### src/rtl/score_pkg.sv
package score_pkg;

    typedef logic [3:0] bcd_t;

    // one decimal digit after a conditional increment, plus its carry
    typedef struct packed {
        logic carry;
        bcd_t dig;
    } bcd_step_t;

    typedef enum logic {
        WR_IDLE = 1'b0,
        WR_RUN  = 1'b1
    } wr_state_e;

    localparam bcd_t BCD_NINE = 4'd9;

    function automatic bcd_step_t bcd_inc(input bcd_t d, input logic en);
        bcd_step_t r;
        if (!en) begin
            r.carry = 1'b0;
            r.dig   = d;
        end else if (d == BCD_NINE) begin
            r.carry = 1'b1;
            r.dig   = '0;
        end else begin
            r.carry = 1'b0;
            r.dig   = d + 4'd1;
        end
        return r;
    endfunction

    // hundreds digit plus "anything above hundreds" -> 2-bit speed code
    function automatic logic [1:0] level_of(input bcd_t hund, input logic upper_nz);
        logic [1:0] lv;
        if (upper_nz || hund >= 4'd3) lv = 2'd3;
        else                          lv = hund[1:0];
        return lv;
    endfunction

    function automatic logic [7:0] digit_char(input bcd_t d, input logic [7:0] base);
        return base + {4'd0, d};
    endfunction

endpackage

### src/rtl/bcd_score_reg.sv
module bcd_score_reg
    import score_pkg::*;
#(
    parameter int DIGITS    = 4,
    parameter int PTS_DIGIT = 1
) (
    input  logic                  clk,
    input  logic                  rst,
    input  logic                  clr,
    input  logic                  add,
    output logic [4*DIGITS-1:0]   value,
    output logic                  changed
);
    logic [DIGITS:0]        cin;
    logic [4*DIGITS-1:0]    cand;
    logic                   overflow;

    generate
        if (PTS_DIGIT == 0) begin : g_c0_add
            assign cin[0] = add;
        end else begin : g_c0_zero
            assign cin[0] = 1'b0;
        end

        for (genvar i = 0; i < DIGITS; i++) begin : g_dig
            bcd_step_t s;
            assign s = bcd_inc(value[4*i +: 4], cin[i]);
            assign cand[4*i +: 4] = s.dig;
            if (i + 1 == PTS_DIGIT) begin : g_inject
                assign cin[i+1] = s.carry | add;
            end else begin : g_chain
                assign cin[i+1] = s.carry;
            end
        end
    endgenerate

    assign overflow = cin[DIGITS];
    assign changed  = clr | (add & ~overflow);

    always_ff @(posedge clk) begin
        if (rst) begin
            value <= '0;
        end else if (clr) begin
            value <= '0;
        end else if (add && !overflow) begin
            value <= cand;
        end
    end
endmodule

### src/rtl/best_score_reg.sv
module best_score_reg #(
    parameter int DIGITS = 4
) (
    input  logic                clk,
    input  logic                rst,
    input  logic                take,
    input  logic [4*DIGITS-1:0] cur,
    output logic [4*DIGITS-1:0] best
);
    // packed BCD compares like the decimal number it encodes
    always_ff @(posedge clk) begin
        if (rst) begin
            best <= '0;
        end else if (take && (cur > best)) begin
            best <= cur;
        end
    end
endmodule

### src/rtl/digit_writer.sv
module digit_writer
    import score_pkg::*;
#(
    parameter int DIGITS    = 4,
    parameter int COL_W     = 5,
    parameter int ROW_W     = 4,
    parameter int SCORE_ROW = 8,
    parameter int TOP_ROW   = 7,
    parameter int FIRST_COL = 12,
    parameter logic [7:0] CHAR_BASE = 8'h30
) (
    input  logic                clk,
    input  logic                rst,
    input  logic                start,
    input  logic [4*DIGITS-1:0] score,
    input  logic [4*DIGITS-1:0] best,
    output logic                wr_en,
    output logic [7:0]          wr_char,
    output logic [COL_W-1:0]    wr_col,
    output logic [ROW_W-1:0]    wr_row
);
    localparam int SEQ_LEN = 2 * DIGITS;
    localparam int IDX_W   = $clog2(SEQ_LEN);
    localparam logic [IDX_W-1:0] LAST_IDX = IDX_W'(SEQ_LEN - 1);
    localparam logic [IDX_W-1:0] DIG_CNT  = IDX_W'(DIGITS);

    wr_state_e           st;
    logic [IDX_W-1:0]    idx;
    logic                on_top;
    logic [IDX_W-1:0]    pos;
    logic [4*DIGITS-1:0] src;
    bcd_t                dig;

    always_ff @(posedge clk) begin
        if (rst) begin
            st  <= WR_IDLE;
            idx <= '0;
        end else if (start) begin
            st  <= WR_RUN;
            idx <= '0;
        end else if (st == WR_RUN) begin
            if (idx == LAST_IDX) begin
                st  <= WR_IDLE;
                idx <= '0;
            end else begin
                idx <= idx + 1'b1;
            end
        end
    end

    always_comb begin
        on_top  = (idx >= DIG_CNT);
        pos     = on_top ? (idx - DIG_CNT) : idx;
        src     = on_top ? best : score;
        dig     = bcd_t'(src >> (4 * (DIGITS - 1 - int'(pos))));
        wr_en   = (st == WR_RUN);
        wr_char = digit_char(dig, CHAR_BASE);
        wr_row  = on_top ? ROW_W'(TOP_ROW) : ROW_W'(SCORE_ROW);
        wr_col  = COL_W'(FIRST_COL) + COL_W'(pos);
    end
endmodule

### src/rtl/score_text_unit.sv
module score_text_unit
    import score_pkg::*;
#(
    parameter int DIGITS    = 4,
    parameter int PTS_DIGIT = 1,
    parameter int TEXT_COLS = 32,
    parameter int TEXT_ROWS = 16,
    parameter int SCORE_ROW = 8,
    parameter int TOP_ROW   = 7,
    parameter int FIRST_COL = 12,
    parameter logic [7:0] CHAR_BASE = 8'h30
) (
    input  logic       clk,
    input  logic       rst,
    input  logic       new_game,
    input  logic       line_clr,
    output logic [1:0] speed,
    output logic       wr_en,
    output logic [7:0] wr_char,
    output logic [4:0] wr_col,
    output logic [3:0] wr_row
);
    localparam int COL_W = $clog2(TEXT_COLS);
    localparam int ROW_W = $clog2(TEXT_ROWS);
    localparam int HUND  = 2;

    logic [4*DIGITS-1:0] score_q;
    logic [4*DIGITS-1:0] best_q;
    logic                score_chg;
    logic                add_pts;
    logic                upper_nz;
    logic [COL_W-1:0]    col_w;
    logic [ROW_W-1:0]    row_w;

    assign add_pts = line_clr & ~new_game;

    bcd_score_reg #(
        .DIGITS   (DIGITS),
        .PTS_DIGIT(PTS_DIGIT)
    ) u_score (
        .clk    (clk),
        .rst    (rst),
        .clr    (new_game),
        .add    (add_pts),
        .value  (score_q),
        .changed(score_chg)
    );

    best_score_reg #(
        .DIGITS(DIGITS)
    ) u_best (
        .clk (clk),
        .rst (rst),
        .take(new_game),
        .cur (score_q),
        .best(best_q)
    );

    generate
        if (DIGITS > HUND + 1) begin : g_upper
            assign upper_nz = |score_q[4*DIGITS-1:4*(HUND+1)];
        end else begin : g_no_upper
            assign upper_nz = 1'b0;
        end
    endgenerate

    assign speed = level_of(score_q[4*HUND +: 4], upper_nz);

    digit_writer #(
        .DIGITS   (DIGITS),
        .COL_W    (COL_W),
        .ROW_W    (ROW_W),
        .SCORE_ROW(SCORE_ROW),
        .TOP_ROW  (TOP_ROW),
        .FIRST_COL(FIRST_COL),
        .CHAR_BASE(CHAR_BASE)
    ) u_writer (
        .clk    (clk),
        .rst    (rst),
        .start  (score_chg),
        .score  (score_q),
        .best   (best_q),
        .wr_en  (wr_en),
        .wr_char(wr_char),
        .wr_col (col_w),
        .wr_row (row_w)
    );

    assign wr_col = 5'(col_w);
    assign wr_row = 4'(row_w);
endmodule

### config.mk
export PLATFORM = sky130hd
export DESIGN_NAME = score_text_unit
export DESIGN_NICKNAME = d
export VERILOG_FILES = /design/src/rtl/score_pkg.sv /design/src/rtl/bcd_score_reg.sv /design/src/rtl/best_score_reg.sv /design/src/rtl/digit_writer.sv /design/src/rtl/score_text_unit.sv
export SDC_FILE = /design/constraint.sdc
export NUM_CORES = 1
export LEC_CHECK = 0
export CAP_MARGIN = 20
export CORE_MARGIN = 2
export CORE_UTILIZATION = 56
export CTS_CLUSTER_DIAMETER = 60
export DETAILED_ROUTE_END_ITERATION = 12
export GPL_TIMING_DRIVEN = 0
export PLACE_DENSITY = 0.84
export SYNTH_ARGS = -nofsm -noshare
export SYNTH_HDL_FRONTEND = slang
export SYNTH_SLANG_ARGS = --single-unit
### constraint.sdc
create_clock -name clk -period 2.6 [get_ports clk]
set_clock_uncertainty 0.1 [all_clocks]
set_input_delay 0.52 -clock clk [delete_from_list [all_inputs] [get_ports clk]]
set_output_delay 0.52 -clock clk [all_outputs]
set_load 0.03 [all_outputs]
==> flow_metrics.tcl, run 1 <==
set metrics [dict create \
    die_h_um 64.52 \
    synth_enable_flop_cells 0 \
    hold_slack_ps 435.3 \
    drc 0 \
    finalPower_mw 0.8066 \
    pin_count 24 \
    crit_family "multiplexers" \
    maxSlewViolCount 0 \
    clkTransAtPathRegs_ps 160 \
    areaGrowthSynthToFinish_pct 14.09 \
    vias 1787 \
    stdcell_count 298 \
    first_global_vias 1740 \
    endpoint_kind "primary output" \
    coreArea_um2 3416 \
    crit_path_start_kind "register" \
    critical-path-max-stage-delay_ps 540 \
    setup_viol 0 \
    crit_path_max_fanout 8 \
    synth_cells 228 \
    final-hold-violation-count 0 \
    worstSetupPathType "reg -> out" \
    p_per_area_nw_per_um2 344.8 \
    drt_iter0_drc 99 \
    clk_latency_ps 330 \
    dp_slack_ps -49.31 \
    p_leak_nw 0.8601 \
    synth.avg_cell_area_um2 8.994 \
    fin_area_um2 2340 \
    overflow 0 \
    dp_hpwl_mm 3.630 \
    die_area_um2 4162 \
    maxCapViolCount 0 \
    async_reset_ff_share_pct 0 \
    diodes 0 \
    fin_nets 272 \
    ant_nets 0 \
    firstDrtPassIters 6 \
    rsz0062_at_grt "false" \
    period_share_pct 94.22 \
    clock-sinks 28 \
    fp-row-count 21 \
    ff2ff_setup_slack_ps 310 \
    critPathArrivalTime_ps 1830 \
    cts.path.max_buffers 2 \
    synth_cell_types 43 \
    path_buf_inv 2 \
    syn-cell-area_um2 2051 \
    fin_util_pct 68.50 \
    grt_max_degree 17 \
    initial_core_util_pct 60.04 \
    clock.fmax_mhz 408.2 \
    crit_slowest_cell "mux4_2" \
    placed_cells 295 \
    cts_hold_buf 0 \
    dpl_cell_area_um2 2287 \
    cp_cell_sequence "inv_1, mux4_2, o22ai_1, buf_2" \
    setup-tns-final_ps 0 \
    synth-seq-cells 28 \
    antenna_found_initial 0 \
    grt_pass1_wl_mm 8.135 \
    track_usage_pct 24.51 \
    layout_setup_ws_ps 150.3 \
    numPortBuffers 16 \
    wire_per_inst_um 16.29 \
    post_cts.repair.setup_buffers 0 \
    min_period_ps 2450 \
    die_x_um 64.52 \
    cts-resized-gates 12 \
    synth_flop_cell "dfxtp_1" \
    htree_levels 1 \
    vdd_drop_max_mv 0.2544 \
    yosysWarningCount 0 \
    max_slew.worst_pin.slew_ps 743.0 \
    gp_congestion 0.9014 \
    cts_root_buf "clkbuf_4" \
    yosysSeqAreaShare_pct 27.33 \
    slew_headroom_pct 50.47 \
    wl_mm 4.854 \
    numCtsBuffers 3 \
    crit_required_ps 1980 \
    hp-class "reg -> reg" \
    status "finished, final reports clean" \
    routed_via_density 5.997 \
    cts_tree "yes" \
    drive_above_1_share_pct 19.84 \
]
kinds of logic after synthesis:
logic type      count (synthesis)  synth area share [%]
compound gates                 51                 22.51
xor+xnor                        7                 2.990
fa+ha+maj                      15                 9.152
buf+inv                        48                 12.32
flops                          28                 27.33
mux                            12                 8.298
other cells                     2                0.3662
simple gates                   65                 17.02
Yosys cell counts (5+ instances only):
library cell,n,area [um2]
o2111ai_1,11,96.34
nor2_1,16,60.06
nand2_1,12,45.04
o311ai_2,8,130.1
buf_4,12,90.09
clkbuf_1,7,26.28
nand4_1,15,93.84
inv_1,22,82.58
mux2i_1,8,80.08
nand3_1,8,40.04
o21ai_0,5,25.02
dfxtp_1,28,560.5
a21oi_1,10,50.05
ha_1,15,187.7
layout make-up:
type / count / area [um2]
buffer: 25 / 172.7
clock buffer: 3 / 22.52
clock inverter: 1 / 30.03
fill: 274 / 1076
inverter: 22 / 82.58
multi-input combinational: 157 / 1262
sequential: 28 / 566.8
tap: 46 / 57.56
timing repair buffer: 16 / 145.1
where the power goes:
part           leakage (nW)  internal, mW  total (mW)  switching [mW]
Sequential            0.228         0.432       0.437         0.00556
Combinational         0.604        0.0277      0.0770          0.0494
Clock                0.0279         0.156       0.293           0.137
Total                 0.860         0.615       0.807           0.192
tightest hold or removal path, stage by stage (launching register included):
cell	delay, ps
dfxtp_1	360
nand4_1	70
o311ai_1	80
flip-flops by register name, indices dropped and copies added (netlist names):
signal / count
u_score.value: 12
u_writer.idx: 3
u_writer.wr_en: 1
u_best.best: 12
final timing paths:
path	start	depth (start not counted)	endpoint
min reg2reg	u_best.best[6]$_SDFFE_PP0P_	2	u_best.best[6]$_SDFFE_PP0P_
max reg2reg	u_score.value[15]$_SDFFE_PP0P_	7	u_best.best[9]$_SDFFE_PP0P_
max	u_writer.idx[0]$_SDFFE_PP0P_	4	wr_char[2]
min	u_best.best[6]$_SDFFE_PP0P_	2	u_best.best[6]$_SDFFE_PP0P_
placed cells by master (no fill, tap or decap), types with 2 or more instances in the layout:
cell              n
dfxtp_1          25
inv_1            22
nor2_1           16
nand4_1          15
ha_1             15
nand2_1          12
buf_4            12
o2111ai_1        11
a21oi_1          10
clkdlybuf4s50_1  10
mux2i_1           8
nand3_1           8
o311ai_2          8
conb_1            7
clkbuf_1          6
o21ai_0           5
buf_6             4
buf_2             4
mux4_2            4
o311ai_1          4
xnor2_1           4
dlygate4sd2_1     4
or2_2             3
nor2b_1           3
xor2_1            3
clkbuf_4          3
nand2b_1          2
dfxtp_2           2
metal layers:
layer / routed length (um) / up-vias / global-route usage (%) / share of wire, %
li1: - / 878 / - / -
met2: 2228 / 75 / 40.89 / 46
met3: 359 / 7 / 3.472 / 7.4
met4: 53 / 0 / 8.511 / 1.1
met1: 2214 / 827 / 32.46 / 46
met5: 0 / - / 0 / 0
Note: power is estimated with default switching activity, not from simulation.
==> run 2, diff against run 1 <==
CORE_UTILIZATION = 48   (was 56)
CTS_CLUSTER_DIAMETER = 80   (was 60)
PLACE_DENSITY = 0.74   (was 0.84)
==> run 2 against run 1 <==
Critical path depth rose by 1; register-to-register slack got worse by 50 ps; sequential cell count did not move; core utilization fell by 10 points; die area rose by 16%; wire length rose by 1.4%; maximum frequency fell by 1.6%; highest routed layer unchanged.
==> flow_metrics.tcl, run 2 (synthesis gave the netlist of run 1 again) <==
set metrics [dict create \
    status "finished, final reports clean" \
    clkTransAtPathRegs_ps 100 \
    max_slew.worst_pin.slew_ps 698.7 \
    p_per_area_nw_per_um2 341.0 \
    die_x_um 69.37 \
    cts_hold_buf 0 \
    maxSlewViolCount 0 \
    fin_nets 272 \
    initial_core_util_pct 50.54 \
    final-hold-violation-count 0 \
    critical-path-max-stage-delay_ps 510 \
    layout_common_cells "dfxtp_1, inv_1, nor2_1" \
    cp-endpoint "wr_char[0]" \
    setup-tns-final_ps 0 \
    wl_mm 4.921 \
    diodes 0 \
    cts_tree "yes" \
    clock-sinks 28 \
    coreArea_um2 4058 \
    reg_top3 "u_best.best: 12 flops, u_score.value: 12 flops, u_writer.idx: 3 flops" \
    antenna_found_initial 0 \
    fp-row-count 23 \
    crit_slowest_cell "mux4_2" \
    wire_per_inst_um 16.29 \
    numCtsBuffers 3 \
    rr_worst_depth 7 \
    min_period_ps 2489 \
    p_leak_nw 0.8886 \
    die_area_um2 4812 \
    drt_iter0_drc 91 \
    vias 1808 \
    regToRegEndpoint "u_best.best[9]$_SDFFE_PP0P_" \
    ff2ff_setup_slack_ps 260 \
    endpoint_kind "primary output" \
    crit_path_max_fanout 10 \
    cts.path.max_buffers 2 \
    ant_nets 0 \
    vdd_drop_max_mv 0.2119 \
    dpl_cell_area_um2 2292 \
    worstHoldStart "u_best.best[14]$_SDFFE_PP0P_" \
    period_share_pct 95.73 \
    overflow 0 \
    drc 0 \
    worstSetupStartpoint "u_writer.idx[2]$_SDFFE_PP0P_" \
    critPathArrivalTime_ps 1870 \
    firstDrtPassIters 4 \
    track_usage_pct 20.98 \
    numPortBuffers 16 \
    fin_area_um2 2356 \
    drive_above_1_share_pct 19.05 \
    grt_max_degree 16 \
    fillCellCount 364 \
    routed_via_density 5.987 \
    cp_cell_sequence "buf_6, mux4_2, nand2_1, o21ai_0, dlygate4sd2_1" \
    clk_latency_ps 290 \
    die_h_um 69.37 \
    maxCapViolCount 0 \
    crit_path_start_kind "register" \
    first_global_vias 1732 \
    gp_congestion 0.8561 \
    crit_required_ps 1980 \
    dp_hpwl_mm 3.657 \
    clock.fmax_mhz 401.8 \
    rsz0062_at_grt "false" \
    areaGrowthSynthToFinish_pct 14.89 \
    pin_count 24 \
    r2r-start "u_score.value[7]$_SDFFE_PP0P_" \
    hp-class "reg -> reg" \
    cts_root_buf "clkbuf_8" \
    grt_pass1_wl_mm 8.307 \
    htree_levels 1 \
    slew_headroom_pct 53.42 \
    worstSetupPathType "reg -> out" \
    setup_viol 0 \
    layout_commonest_cell "dfxtp_1" \
]
[run 2: per-stage QoR]
step                      total power [mW]  setup WS [ps]  std cells  utilization (%)  hold WS, ps
after floorplan                     0.5021          489.4        233                -        384.0
after global placement              0.5219         -39.86        299            56.49        399.4
after detailed placement            0.5226         -38.27        299            56.49        406.8
after CTS                           0.7995          7.062        302            57.79        425.7
after global routing                0.8204          19.46        302            58.06        447.7
final                               0.8033          111.1        302            58.06        425.4
[run 2: final cells by class]
type	count	area, um2	area share [%]
multi-input combinational	157	1256	53.32
timing repair buffer	16	162.7	6.904
buffer	25	172.7	7.329
sequential	28	564.3	23.95
tap	50	62.56	2.655
inverter	22	82.58	3.505
clock buffer	4	55.05	2.337
[run 2: what timing repair did]
item,in CTS,in global routing
setup buffers,0,0
endpoints found under the setup margin,6,4
resized for setup,8,5
[run 2: worst min-delay path by stage]
| stage | cells past startpoint | end | slack (ps) |
|---|---|---|---|
| after floorplan | 2 | u_best.best[15]$_SDFFE_PP0P_ | 380 |
| after global placement | 2 | u_best.best[14]$_SDFFE_PP0P_ | 400 |
| after detailed placement | 2 | u_best.best[14]$_SDFFE_PP0P_ | 410 |
| after CTS | 2 | u_best.best[5]$_SDFFE_PP0P_ | 430 |
| after global routing | 2 | u_best.best[10]$_SDFFE_PP0P_ | 450 |
| final | 2 | u_best.best[14]$_SDFFE_PP0P_ | 430 |
[run 2: metal layers]
metal	up-vias	wire length, um	track usage (%)
met1	869	2269	27.99
met4	0	102	7.190
li1	876	-	-
met2	52	2261	34.19
met5	-	0	0
met3	11	289	3.634
[run 2: power by group]
group          internal [mW]  leakage, nW  switching, mW
Combinational         0.0276        0.632         0.0492
Clock                  0.136       0.0288          0.153
Sequential             0.431        0.227        0.00547
Total                  0.595        0.889          0.208
[run 2: worst max-delay path, delay by kind of cell (launching register included)]
family / cells / cell delay (ps)
AO/OA/AOI/OAI: 1 / 60
buffers and inverters: 2 / 540
flip-flops: 1 / 390
multiplexers: 1 / 510
AND/OR/NAND/NOR: 1 / 80
==> run 3, diff against run 2 <==
CORE_UTILIZATION = 34   (was 48)
PLACE_DENSITY = 0.57   (was 0.74)
==> run 3 against run 2 <==
Combinational power increased by 0.8%; sequential cell count unchanged; non-clock buffer count unchanged; final area increased by 0.58%; clock power decreased by 19%; wire length increased by 0.49%; core utilization decreased by 18 points; sequential share of layout area decreased by 0.19 points; die area increased by 39%; total power decreased by 6.7%; critical path depth unchanged; maximum frequency increased by 0.49%; highest routed layer unchanged.
==> flow_metrics.tcl, run 3 (synthesis gave the netlist of run 1 again) <==
set metrics [dict create \
    critPathArrivalTime_ps 1860 \
    drive_above_1_share_pct 18.33 \
    reg_top3 "u_best.best: 12 flops, u_score.value: 12 flops, u_writer.idx: 3 flops" \
    slew_headroom_pct 52.93 \
    layout_commonest_cell "dfxtp_1" \
    routed_via_density 5.304 \
    ant_nets 0 \
    diodes 0 \
    wire_per_inst_um 15.17 \
    p_per_area_nw_per_um2 316.1 \
    die_h_um 81.66 \
    fp-row-count 28 \
    maxSlewViolCount 0 \
    layout_setup_ws_ps 123.2 \
    layout_common_cells "dfxtp_1, inv_1, nor2_1" \
    dp_slack_ps -58.70 \
    firstDrtPassIters 4 \
    rsz0062_at_grt "false" \
    critical-path-max-stage-delay_ps 510 \
    p_comb_share_pct 10.3 \
    cts_root_buf "clkbuf_8" \
    maxCapViolCount 0 \
    drc 0 \
    min_period_ps 2477 \
    hp-class "reg -> reg" \
    p_leak_nw 0.8957 \
    crit_family "buffers and inverters" \
    crit_slowest_cell "mux4_2" \
    p_sw_share_pct 24.85 \
    die_x_um 81.66 \
    setup-tns-final_ps 0 \
    htree_levels 1 \
    endpoint_kind "primary output" \
    first_global_vias 1625 \
    dp_hpwl_mm 3.790 \
    fin_nets 272 \
    sequentialPowerShare_pct 58.3 \
    crit_path_start_kind "register" \
    period_share_pct 95.26 \
    numPortBuffers 16 \
    pin_count 24 \
    path_depth 5 \
    coreArea_um2 5886 \
    max_slew.worst_pin.slew_ps 706.1 \
    cts.path.max_buffers 2 \
    crit_path_max_fanout 10 \
    wl_mm 4.945 \
    grt_pass1_wl_mm 8.224 \
    areaGrowthSynthToFinish_pct 15.56 \
    worstSetupPathType "reg -> out" \
    setup_viol 0 \
    finalPower_mw 0.7492 \
    p_clk_share_pct 31.3 \
    switching_power_mw 0.1862 \
    clock.fmax_mhz 403.7 \
    cts_hold_buf 0 \
    status "finished, final reports clean" \
    initial_core_util_pct 34.84 \
    vdd_drop_max_mv 0.3220 \
    clkTransAtPathRegs_ps 100 \
    fin_util_pct 40.26 \
    intPower_mw 0.5630 \
    clock-sinks 28 \
    vias 1729 \
    track_usage_pct 15.92 \
    die_area_um2 6668 \
    drt_iter0_drc 111 \
    cts_tree "yes" \
    crit_required_ps 1980 \
    cp_cell_sequence "buf_6, mux4_2, nand2_1, o21ai_0, dlygate4sd2_1" \
    min_path_cells 2 \
    final-hold-violation-count 0 \
    numCtsBuffers 3 \
    antenna_found_initial 0 \
    gp_congestion 0.8416 \
    rr_worst_depth 7 \
    clk_latency_ps 270 \
    path_buf_inv 2 \
    overflow 0 \
    grt_max_degree 15 \
]
-- run 3: through the flow --
step	std cells	hold WS, ps	instance area, um2
5_1_grt	326	449.3	2370
3_5_place_dp	324	404.7	2323
4_1_cts	326	418.9	2362
2_1_floorplan	233	384.0	2069
3_3_place_gp	324	401.5	2323
6_report	326	418.0	2370
-- run 3: worst paths after layout --
check                                                    from                      endpoint  slack [ps]
worst min-delay path              u_best.best[6]$_SDFFE_PP0P_   u_best.best[6]$_SDFFE_PP0P_         420
worst max register to register  u_score.value[6]$_SDFFE_PP0P_  u_best.best[11]$_SDFFE_PP0P_         270
worst max-delay path             u_writer.idx[2]$_SDFFE_PP0P_                    wr_char[0]         120
worst min register to register    u_best.best[6]$_SDFFE_PP0P_   u_best.best[6]$_SDFFE_PP0P_         420
-- run 3: cell type report --
class | count | area (um2)
Timing Repair Buffer | 16 | 160.2
Multi-Input combinational cell | 157 | 1256
Inverter | 22 | 82.58
Buffer | 25 | 172.7
Sequential cell | 28 | 563.0
Fill cell | 595 | 3516
Tap cell | 75 | 93.84
Clock buffer | 3 | 41.29
-- run 3: worst min-delay path, delay by kind of cell, from the launching register on --
kind	cells	cell delay, ps
AND/OR/NAND/NOR	1	70
AO/OA/AOI/OAI	1	80
flip-flops	1	330
-- run 3: repair_timing --
| item | 4_1_cts | 5_1_grt |
|---|---|---|
| setup buffers | 0 | 0 |
| pin swaps | 0 | 0 |
| setup endpoints to repair | 6 | 5 |
| resized for setup | 6 | 6 |
-- run 3: power by group through the flow --
stage                     combinational, mW  sequential, mW  clock (mW)
after CTS                            0.0770           0.437       0.249
after detailed placement             0.0766           0.447           0
after global routing                 0.0833           0.438       0.269
after global placement               0.0763           0.447           0
final                                0.0775           0.437       0.235
after floorplan                      0.0545           0.448           0
-- run 3: metal layers --
metal | global-route usage [%] | wire length, um
met3 | 2.637 | 145
met5 | 0 | 0
met2 | 24.51 | 2151
met1 | 24.07 | 2635
met4 | 1.667 | 12
